$ cat src/rtl/useq_pkg.sv
package useq_pkg;

  typedef enum logic [3:0] {
    OP_ZERO   = 4'd0,
    OP_CALL   = 4'd1,
    OP_MAP    = 4'd2,
    OP_JUMP   = 4'd3,
    OP_PUSH   = 4'd4,
    OP_CALLRC = 4'd5,
    OP_VECT   = 4'd6,
    OP_JUMPRC = 4'd7,
    OP_LOOPST = 4'd8,
    OP_LOOPDB = 4'd9,
    OP_RET    = 4'd10,
    OP_JPOP   = 4'd11,
    OP_LDCNT  = 4'd12,
    OP_TESTEND= 4'd13,
    OP_CONT   = 4'd14,
    OP_TWOWAY = 4'd15
  } opE;

  typedef enum logic [1:0] {
    SRC_DATA = 2'd0,
    SRC_TOP  = 2'd1,
    SRC_CNT  = 2'd2,
    SRC_PC   = 2'd3
  } srcE;

  typedef struct packed {
    srcE  ySel;
    logic zero;
    logic push;
    logic pop;
    logic clr;
    logic ldCnt;
    logic decCnt;
  } strobeT;

endpackage

$ cat src/rtl/useq_ctrl.sv
module useq_ctrl
  import useq_pkg::*;
(
  input  logic       clk,
  input  logic       rst_n,
  input  logic [3:0] opCode,
  input  logic       condIn,
  input  logic       condEn,
  input  logic       cntZero,
  output strobeT     strb,
  output logic [2:0] srcEn
);

  logic pass;
  opE   op;

  assign pass = !condEn || condIn;
  assign op   = opE'(opCode);

  always_comb begin
    strb = '{ySel: SRC_PC, zero: 1'b0, push: 1'b0, pop: 1'b0,
             clr: 1'b0, ldCnt: 1'b0, decCnt: 1'b0};
    unique case (op)
      OP_ZERO: begin strb.zero = 1'b1; strb.clr = 1'b1; end
      OP_CALL: if (pass) begin strb.ySel = SRC_DATA; strb.push = 1'b1; end
      OP_MAP:  strb.ySel = SRC_DATA;
      OP_JUMP: if (pass) strb.ySel = SRC_DATA;
      OP_PUSH: begin strb.push = 1'b1; strb.ldCnt = pass; end
      OP_CALLRC: begin
        strb.ySel = pass ? SRC_DATA : SRC_CNT;
        strb.push = 1'b1;
      end
      OP_VECT:   if (pass) strb.ySel = SRC_DATA;
      OP_JUMPRC: strb.ySel = pass ? SRC_DATA : SRC_CNT;
      OP_LOOPST: begin
        if (!cntZero) begin strb.ySel = SRC_TOP; strb.decCnt = 1'b1; end
        else strb.pop = 1'b1;
      end
      OP_LOOPDB: if (!cntZero) begin strb.ySel = SRC_DATA; strb.decCnt = 1'b1; end
      OP_RET:  if (pass) begin strb.ySel = SRC_TOP; strb.pop = 1'b1; end
      OP_JPOP: if (pass) begin strb.ySel = SRC_DATA; strb.pop = 1'b1; end
      OP_LDCNT: strb.ldCnt = 1'b1;
      OP_TESTEND: begin
        if (pass) strb.pop = 1'b1;
        else strb.ySel = SRC_TOP;
      end
      OP_CONT: ;
      OP_TWOWAY: begin
        strb.decCnt = !cntZero;
        if (pass) strb.pop = 1'b1;
        else if (!cntZero) strb.ySel = SRC_TOP;
        else begin strb.ySel = SRC_DATA; strb.pop = 1'b1; end
      end
      default: ;
    endcase
  end

  always_comb begin
    srcEn = 3'b001;
    if (op == OP_MAP) srcEn = 3'b010;
    else if (op == OP_VECT) srcEn = 3'b100;
  end

  // exactly one bus source enabled
  p_src_onehot_r5: assert property (@(posedge clk) disable iff (!rst_n)
    $countones(srcEn) == 1);
  // never push and pop together
  p_no_push_pop_r7: assert property (@(posedge clk) disable iff (!rst_n)
    !(strb.push && strb.pop));
  // never decrement a zero counter
  p_dec_nonzero_r10: assert property (@(posedge clk) disable iff (!rst_n)
    strb.decCnt |-> !cntZero);

endmodule

$ cat src/rtl/useq_dp.sv
module useq_dp
  import useq_pkg::*;
#(
  parameter int AW    = 12,
  parameter int DEPTH = 5
) (
  input  logic          clk,
  input  logic          rst_n,
  input  strobeT        strb,
  input  logic [AW-1:0] dataIn,
  input  logic          carryIn,
  output logic [AW-1:0] addrOut,
  output logic          stackFull,
  output logic          cntZero
);

  localparam int PW = $clog2(DEPTH + 1);
  localparam logic [PW-1:0] FULLV = PW'(DEPTH);

  logic [AW-1:0] pc, cnt, top, ySel;
  logic [AW-1:0] stk [DEPTH];
  logic [PW-1:0] sp;

  assign top     = (sp == '0) ? '0 : stk[sp - PW'(1)];
  assign cntZero = (cnt == '0);
  assign stackFull = (sp == FULLV);

  always_comb begin
    unique case (strb.ySel)
      SRC_DATA: ySel = dataIn;
      SRC_TOP:  ySel = top;
      SRC_CNT:  ySel = cnt;
      default:  ySel = pc;
    endcase
  end

  assign addrOut = (!rst_n || strb.zero) ? '0 : ySel;

  always_ff @(posedge clk or negedge rst_n) begin
    if (!rst_n) pc <= '0;
    else        pc <= addrOut + AW'(carryIn);
  end

  always_ff @(posedge clk or negedge rst_n) begin
    if (!rst_n)              cnt <= '0;
    else if (strb.ldCnt)     cnt <= dataIn;
    else if (strb.decCnt)    cnt <= cnt - AW'(1);
  end

  always_ff @(posedge clk or negedge rst_n) begin
    if (!rst_n) sp <= '0;
    else if (strb.clr) sp <= '0;
    else if (strb.push && !stackFull) sp <= sp + PW'(1);
    else if (strb.pop && sp != '0) sp <= sp - PW'(1);
  end

  for (genvar i = 0; i < DEPTH; i++) begin : g_stk
    always_ff @(posedge clk or negedge rst_n) begin
      if (!rst_n) stk[i] <= '0;
      else if (strb.push && !strb.clr &&
               ((!stackFull && sp == PW'(i)) || (stackFull && i == DEPTH - 1)))
        stk[i] <= pc;
    end
  end

  // pointer never exceeds the depth
  p_ptr_bound_r7: assert property (@(posedge clk) disable iff (!rst_n)
    sp <= FULLV);
  // pop on empty stays empty
  p_pop_empty_r7: assert property (@(posedge clk) disable iff (!rst_n)
    (strb.pop && sp == '0 && !strb.push) |=> sp == '0);
  // clear empties the stack
  p_clear_r4: assert property (@(posedge clk) disable iff (!rst_n)
    strb.clr |=> sp == '0);
  // decrement lowers the counter by one
  p_cnt_dec_r10: assert property (@(posedge clk) disable iff (!rst_n)
    (strb.decCnt && !strb.ldCnt) |=> cnt == $past(cnt) - AW'(1));
  // PC follows the previous address plus carry
  p_pc_next_r2: assert property (@(posedge clk) disable iff (!rst_n)
    1'b1 |=> pc == $past(addrOut) + AW'($past(carryIn)));

endmodule

$ cat src/rtl/useq_top.sv
module useq_top
  import useq_pkg::*;
#(
  parameter int AW    = 12,
  parameter int DEPTH = 5
) (
  input  logic          clk,
  input  logic          rst_n,
  input  logic [3:0]    opCode,
  input  logic          condIn,
  input  logic          condEn,
  input  logic [AW-1:0] dataIn,
  input  logic          carryIn,
  output logic [AW-1:0] addrOut,
  output logic          stackFull,
  output logic [2:0]    srcEn
);

  strobeT strb;
  logic   cntZero;

  useq_ctrl u_ctrl (
    .clk(clk), .rst_n(rst_n), .opCode(opCode), .condIn(condIn),
    .condEn(condEn), .cntZero(cntZero), .strb(strb), .srcEn(srcEn)
  );

  useq_dp #(.AW(AW), .DEPTH(DEPTH)) u_dp (
    .clk(clk), .rst_n(rst_n), .strb(strb), .dataIn(dataIn),
    .carryIn(carryIn), .addrOut(addrOut), .stackFull(stackFull),
    .cntZero(cntZero)
  );

  // operation 0 gives address zero
  always_comb begin
    if (rst_n && opCode == 4'd0) a_zero_r4: assert (addrOut == '0);
  end

endmodule

$ cat config.mk
export PLATFORM = sky130hd
export DESIGN_NAME = useq_top
export DESIGN_NICKNAME = d
export VERILOG_FILES = /design/src/rtl/useq_pkg.sv /design/src/rtl/useq_ctrl.sv /design/src/rtl/useq_dp.sv /design/src/rtl/useq_top.sv
export SDC_FILE = /design/constraint.sdc
export NUM_CORES = 1
export LEC_CHECK = 0
export ABC_AREA = 1
export BUFFER_PORTS_ARGS = -buffer_cell sky130_fd_sc_hd__buf_2
export CAP_MARGIN = 10
export CORE_UTILIZATION = 45
export CTS_CLUSTER_DIAMETER = 80
export CTS_CLUSTER_SIZE = 14
export DETAILED_ROUTE_END_ITERATION = 10
export PLACE_DENSITY_LB_ADDON = 0.1
export SLEW_MARGIN = 20
export SYNTH_ARGS = -nofsm -noshare
export SYNTH_HDL_FRONTEND = slang
export SYNTH_SLANG_ARGS = --single-unit
$ cat constraint.sdc
create_clock -name clk -period 7.72 [get_ports clk]
set_clock_uncertainty 0.2 [all_clocks]
set_input_delay 0 -clock clk [delete_from_list [all_inputs] [get_ports clk]]
set_output_delay 0 -clock clk [all_outputs]
set_load 0.1 [all_outputs]
==> qor.csv, run 1 <==
stage;metric;value;unit
cells_and_area;n_antenna_cell;0;
cells_and_area;multiInputGateArea;2710;µm²
floorplan;top_level_ports;37;
critical_path;cp.arrival;5.11;ns
placed_design;finalWeightedCongestion;0.933;
synth;avgSynthCellArea;7.20;µm²
timing;slew_viol_final;0;
clock_network;clk_latency;0.36;ns
synth;ys_seq_elements;87;
timing;setup_tns;0;ns
drt;ant_nets;0;
timing;rsz0062_at_grt;no;
grt;grt_pass1_vias;4874;
clock_network;cts.sinks;87;
clock_network;holdBufCountCts;16;
drt;drt_wl_total;14900;µm
clock_network;cts_setup_buffers;0;
synth;synth_cell_types;36;
pwr;seq_power_share;35.3;%
critical_path;cp_max_fo;39;
synth;synth-edff-count;0;
timing;worst_pin_slew;0.951;ns
grt;grt_max_degree;55;
clock_network;h-tree-depth;3;
synth;synth_top_cells_by_count;nand2_1 (212), nand3_1 (88), dfrtp_1 (87);
grt;grt_pass1_wl;24800;µm
cells_and_area;syn_to_final_growth;13.4;%
grt;grt_usage;25.6;%
pwr;swShare;44.9;%
placed_design;port_buffers;36;
cells_and_area;final_area;6060;µm²
drt;drt_iter0_drc;414;
timing;hold_viol;0;
synth;ys_warn_count;0;
timing;finalSetupViolCount;0;
synth;synth-main-ff-cell;dfrtp_1;
pwr;p_leak;0.00291;µW
synth;syn-num-nets;773;
drt;viasPerCell;5.48;
hold_path;min_to;u_dp.sp[0];
outcome;outcome;finished, final reports clean;
drt;dr.pass1.iters;5;
synth;synth_area;5340;µm²
floorplan;fp.dieH;111;µm
timing;fmax;198;MHz
hold_path;min_delay_path_depth;7;
pwr;clkPwrFrac;22.0;%
timing;min_period_over_period;65.5;%
pwr;pwr_density_cell;339;nW/µm²
critical_path;worst_ep_required_time;7.77;ns
pwr;switching_power;920;µW
critical_path;worstSetupStartpointType;flop;
critical_path;cp-end-kind;flop;
hold_path;holdCritStartpoint;opCode[3];
floorplan;die-width;111;µm
clock_network;tritoncts;built;
critical_path;r2r-start;u_dp.sp[0];
pwr;internal_power;1130;µW
floorplan;dieArea;12300;µm²
critical_path;worstReg2RegEnd;u_dp.pc[10];
synth;async_flop_share;100;%
timing;slew_headroom;36.4;%
synth;syn_inst;742;
cells_and_area;final_layout_size_suffix_gt1_share;13.4;%
placed_design;hpwl;10900;µm
critical_path;ff2ff_path_depth;20;
critical_path;crit_type;flop to flop;
pwr;p_total;2050;µW
clock_network;cts-root-buf;clkbuf_16;
drt;wl_per_cell;16.0;µm
hold_path;min_path_type;input pin to flop;
placed_design;place_area;5590;µm²
floorplan;design.core.area;11500;µm²
pwr;power_frac_comb;42.7;%
synth;synth_most_common_cell;nand2_1;
pwr;irDropWorstVdd;0.173;mV
critical_path;reg2reg_slack;2.66;ns
drt;drc;0;
synth;synth_top_area_share;40.8;%
synth;synth_top_area_cell;dfrtp_1;
drt;vias;5082;
floorplan;start_util;46.6;%
cells_and_area;fin_nets;811;
clock_network;numCtsBuffers;9;
synth;yosysSeqAreaShare;40.8;%
clock_network;path_clk_slew;0.06;ns
clock_network;clock_path_buffers;2;
grt;gr-total-overflow;0;
floorplan;rows;39;
grt;antenna_found_initial;0;
synth;synth_area_leaders;dfrtp_1 (41%), nand2_1 (15%), nand3_1 (8.2%), o21ai_0 (7.3%), inv_1 (4.9%);
run;maxCapViolations;0;
clock_network;cts.repair.resized;0;
cells_and_area;regArea;2180;µm²
cells_and_area;fill_cells;1105;
timing;min_period;5.06;ns
==> logic make-up (layout without fill, tap and decap cells) <==
logic type | count (synthesis) | after routing | share of synthesized area (%)
fa+ha+maj | 10 | 10 | 2.34
flops | 87 | 87 | 40.8
compound gates | 128 | 128 | 13.4
xor+xnor | 9 | 9 | 1.48
simple gates | 395 | 395 | 33.5
buf+inv | 113 | 156 | 8.53
==> layout by cell type, fill, tap and decap left out, types with 6 or more instances in the layout <==
cell           count
nand2_1          212
dfrtp_1           87
clkbuf_16          9
o21ai_1            8
nor2_1            42
nor2_4             8
o211ai_1           6
dlygate4sd3_1     15
o21ai_0           78
nand4_1           16
xor2_1             8
nand3_1           88
buf_2             35
nor2_2            10
inv_1             69
nand2_2            8
ha_1              10
inv_2             15
a21oi_1           19
==> layer usage <==
layer,vias up,wire [µm],track usage (%)
met5,-,0,0
met4,0,403,11.8
met3,27,698,3.66
met2,148,7080,41.2
met1,2411,6690,34.0
li1,2496,-,-
==> worst max-delay path by stage <==
stage	startpoint	endpoint	slack, ns
2_1_floorplan	u_dp.sp[0]	u_dp.pc[10]	3.48
4_1_cts	u_dp.sp[0]	u_dp.pc[10]	2.71
6_report	u_dp.sp[0]	u_dp.pc[10]	2.66
5_1_grt	u_dp.sp[0]	u_dp.pc[10]	2.18
3_5_place_dp	u_dp.sp[0]	u_dp.pc[10]	2.73
3_3_place_gp	u_dp.sp[0]	u_dp.pc[10]	2.89
==> critical path, cell delays in order, from the launching register on <==
cell	delay, ns
dfrtp_1	0.33
buf_4	0.35
clkinv_1	0.68
ha_1	1.05
inv_1	0.42
a21oi_1	0.23
a221oi_1	0.11
o211ai_1	0.32
nand3_1	0.11
o21ai_0	0.17
inv_1	0.08
ha_1	0.24
ha_1	0.21
inv_1	0.09
nor2_4	0.05
nand2_2	0.07
nor2_2	0.05
nand2_1	0.05
nand2_1	0.04
nand2_1	0.05
inv_1	0.04
==> power groups by stage <==
| stage | Clock [µW] | Sequential, µW | Combinational (µW) |
|---|---|---|---|
| after floorplan | 0 | 686 | 691 |
| after global placement | 0 | 730 | 846 |
| after detailed placement | 0 | 729 | 863 |
| after CTS | 460 | 722 | 874 |
| after global routing | 476 | 740 | 993 |
| final | 451 | 724 | 877 |
==> final cells by class <==
type                            instances  share of cell area [%]
Timing Repair Buffer                   55                    6.20
Inverter                               85                    5.27
Tap cell                              143                    2.95
Clock inverter                          5                   0.930
Sequential cell                        87                    35.9
Clock buffer                           11                    4.01
Multi-Input combinational cell        542                    44.7
==> metrics by stage <==
| stage | utilization (%) | hold slack (ns) | worst slack (ns) | std cells |
|---|---|---|---|---|
| 2_1_floorplan | - | -0.496 | 3.48 | 742 |
| 3_3_place_gp | 48.7 | -0.226 | 2.89 | 896 |
| 3_5_place_dp | 48.7 | -0.219 | 2.73 | 896 |
| 4_1_cts | 52.8 | 0.105 | 2.71 | 928 |
| 5_1_grt | 52.8 | 0.173 | 2.18 | 928 |
| 6_report | 52.8 | 0.117 | 2.66 | 928 |
==> registers in the layout, indices dropped and copies added (netlist names) <==
name      cells
u_dp.sp       3
u_dp.cnt     12
u_dp.pc      12
u_dp.stk     60
No activity file was read; power rests on OpenSTA's default activity.
==> run 2, diff against run 1 <==
==> constraint.sdc (replaced) <==
create_clock -name clk -period 5.1 [get_ports clk]
set_clock_uncertainty 0.2 [all_clocks]
set_input_delay 0 -clock clk [delete_from_list [all_inputs] [get_ports clk]]
set_output_delay 0 -clock clk [all_outputs]
set_load 0.1 [all_outputs]
==> run 2 against run 1 <==
Setup slack lost 0.99 ns. Sequential power up 49%. Fmax up 47%. Utilization increased by 1.0 points. Combinational power is 58% higher. Clock-buffer cell count shrank 2. Non-clock buffer count grew 5. Via count shrank 1.4%. Wire length rose by 2.2%. Cell count rose by 0.54%. Largest cell class unchanged. Highest routed layer unchanged.
==> qor.csv, run 2 (synthesis results as in run 1) <==
stage;metric;value;unit
cells_and_area;n_antenna_cell;0;
placed_design;port_buffers;36;
grt;grt_pass1_wl;25200;µm
cells_and_area;fin_nets;816;
cells_and_area;final_cell_mix;nand2_1 (212), nand3_1 (88), dfrtp_1 (87), o21ai_0 (78), inv_1 (69);
timing;slew_viol_final;0;
floorplan;fp.dieH;111;µm
pwr;seq_power_share;33.3;%
cells_and_area;final_common_cell;nand2_1;
floorplan;design.core.area;11500;µm²
cells_and_area;multiInputGateArea;2710;µm²
drt;wl_per_cell;16.3;µm
outcome;outcome;finished, final reports clean;
drt;ant_nets;0;
hold_path;min_path_type;input pin to flop;
cells_and_area;post-route-util;53.8;%
pwr;internal_power;1840;µW
timing;hold_viol;0;
run;maxCapViolations;0;
cells_and_area;fill_cells;1115;
grt;antenna_found_initial;0;
timing;worst_pin_slew;0.899;ns
placed_design;finalWeightedCongestion;0.922;
timing;min_period_over_period;67.3;%
clock_network;path_clk_slew;0.07;ns
timing;setup_ws;1.67;ns
grt;use_met1;35.1;%
floorplan;die-width;111;µm
timing;slew_headroom;39.9;%
grt;grt_util_met3;3.12;%
cells_and_area;regMostFlops;u_dp.stk;
critical_path;worst_ep_required_time;5.15;ns
pwr;irDropWorstVdd;0.285;mV
cells_and_area;largestRegisters;u_dp.stk: 60 flops, u_dp.cnt: 12 flops, u_dp.pc: 12 flops;
grt;gr-max-usage-layer;met2;
grt;grt_max_degree;55;
floorplan;top_level_ports;37;
clock_network;h-tree-depth;3;
placed_design;place_ws;1.72;ns
timing;min_period;3.43;ns
pwr;power_frac_comb;42.8;%
placed_design;hpwl;11000;µm
critical_path;cp.arrival;3.48;ns
timing;setup_tns;0;ns
timing;finalSetupViolCount;0;
clock_network;clock_path_buffers;2;
grt;gr-total-overflow;0;
drt;viasPerCell;5.37;
clock_network;cts.sinks;87;
clock_network;numCtsBuffers;9;
cells_and_area;final_layout_size_suffix_gt1_share;13.9;%
grt;grt_pass1_vias;4965;
critical_path;cp-end-kind;flop;
critical_path;reg2reg_slack;1.67;ns
cells_and_area;syn_to_final_growth;15.6;%
grt;grt_usage;26.1;%
drt;dr.pass1.iters;5;
floorplan;dieArea;12300;µm²
grt;grt_use_met2;43.0;%
clock_network;tritoncts;built;
drt;vias;5009;
critical_path;cp_max_fo;12;
cells_and_area;largest_register_ffs;60;
timing;fmax;291;MHz
clock_network;cts-root-buf;clkbuf_16;
pwr;switching_power;1410;µW
clock_network;cts.repair.resized;0;
pwr;clkPwrFrac;23.9;%
drt;drt_wl_total;15200;µm
clock_network;clk_latency;0.35;ns
floorplan;start_util;46.6;%
pwr;pwr_density_cell;526;nW/µm²
drt;drt_iter0_drc;356;
timing;rsz0062_at_grt;no;
pwr;swShare;43.4;%
pwr;p_leak;0.00296;µW
floorplan;rows;39;
critical_path;worstSetupStartpointType;flop;
critical_path;crit_type;flop to flop;
drt;drc;0;
cells_and_area;regArea;2180;µm²
[run 2: cell types whose count changed in the layout (fill, tap and decap cells not counted), sizes merged]
cell | before | now
buf | 40 | 44
dlygate4sd3 | 15 | 16
bufinv | 1 | 3
clkbuf | 11 | 9
[run 2: layout make-up]
class | count | area share, %
tap | 143 | 2.90
timing repair buffer | 60 | 7.22
clock inverter | 7 | 1.95
multi-input combinational | 542 | 43.9
clock buffer | 9 | 3.65
sequential | 87 | 35.3
inverter | 85 | 5.17
[run 2: path summary, 6_finish.rpt]
| kind | from | end | cells after the start |
|---|---|---|---|
| worst min-delay path | opCode[2] | u_dp.sp[0] | 7 |
| worst max-delay path | u_dp.cnt[0] | u_dp.pc[10] | 22 |
| worst max register to register | u_dp.cnt[0] | u_dp.pc[10] | 22 |
| min in group asynchronous | rst_n | u_dp.stk[42] | 4 |
| worst min register to register | u_dp.stk[11] | u_dp.stk[11] | 2 |
| max in group asynchronous | rst_n | u_dp.cnt[8] | 4 |
[run 2: power groups by stage]
stage               combinational, µW  sequential (µW)  clock (µW)
floorplan                        1050             1040           0
global placement                 1350             1090           0
detailed placement               1370             1090           0
CTS                              1390             1080         787
global route                     1570             1110         817
finish                           1390             1080         777
[run 2: worst max-delay path, cell delays in order, from the launching register on]
cell and delay [ns]:
dfrtp_1 0.40, inv_1 0.09, ha_1 0.22, nand2_1 0.09, nor2_2 0.05, nand3_1 0.12, nand2_2 0.10, nor2_1 0.13
nand2_2 0.18, nor2_2 0.26, o211ai_1 0.21, nand3_1 0.12, o21ai_0 0.08, inv_1 0.10, ha_1 0.23, ha_1 0.20
inv_1 0.07, nor2_4 0.12, nand2_2 0.07, nor2_2 0.12, nand3_1 0.08, nand2_1 0.07, inv_1 0.03
[run 2: layer usage]
layer	vias up	wire, µm
met5	-	0
met2	114	7240
li1	2506	-
met4	0	273
met3	19	591
met1	2370	7090
[run 2: per-stage QoR]
step                hold WS [ns]  total power [µW]  instance area, µm²  std cells
finish                     0.153              3250                6170        933
global route               0.220              3490                6170        933
CTS                        0.140              3260                6170        933
detailed placement        -0.212              2460                5650        900
global placement          -0.223              2440                5650        900
floorplan                 -0.496              2080                5340        742
[run 2: what timing repair did]
item,CTS,global route
buffers inserted,0,0
hold buffers,17,0
endpoints found under the hold margin,48,0
setup endpoints to repair,0,0
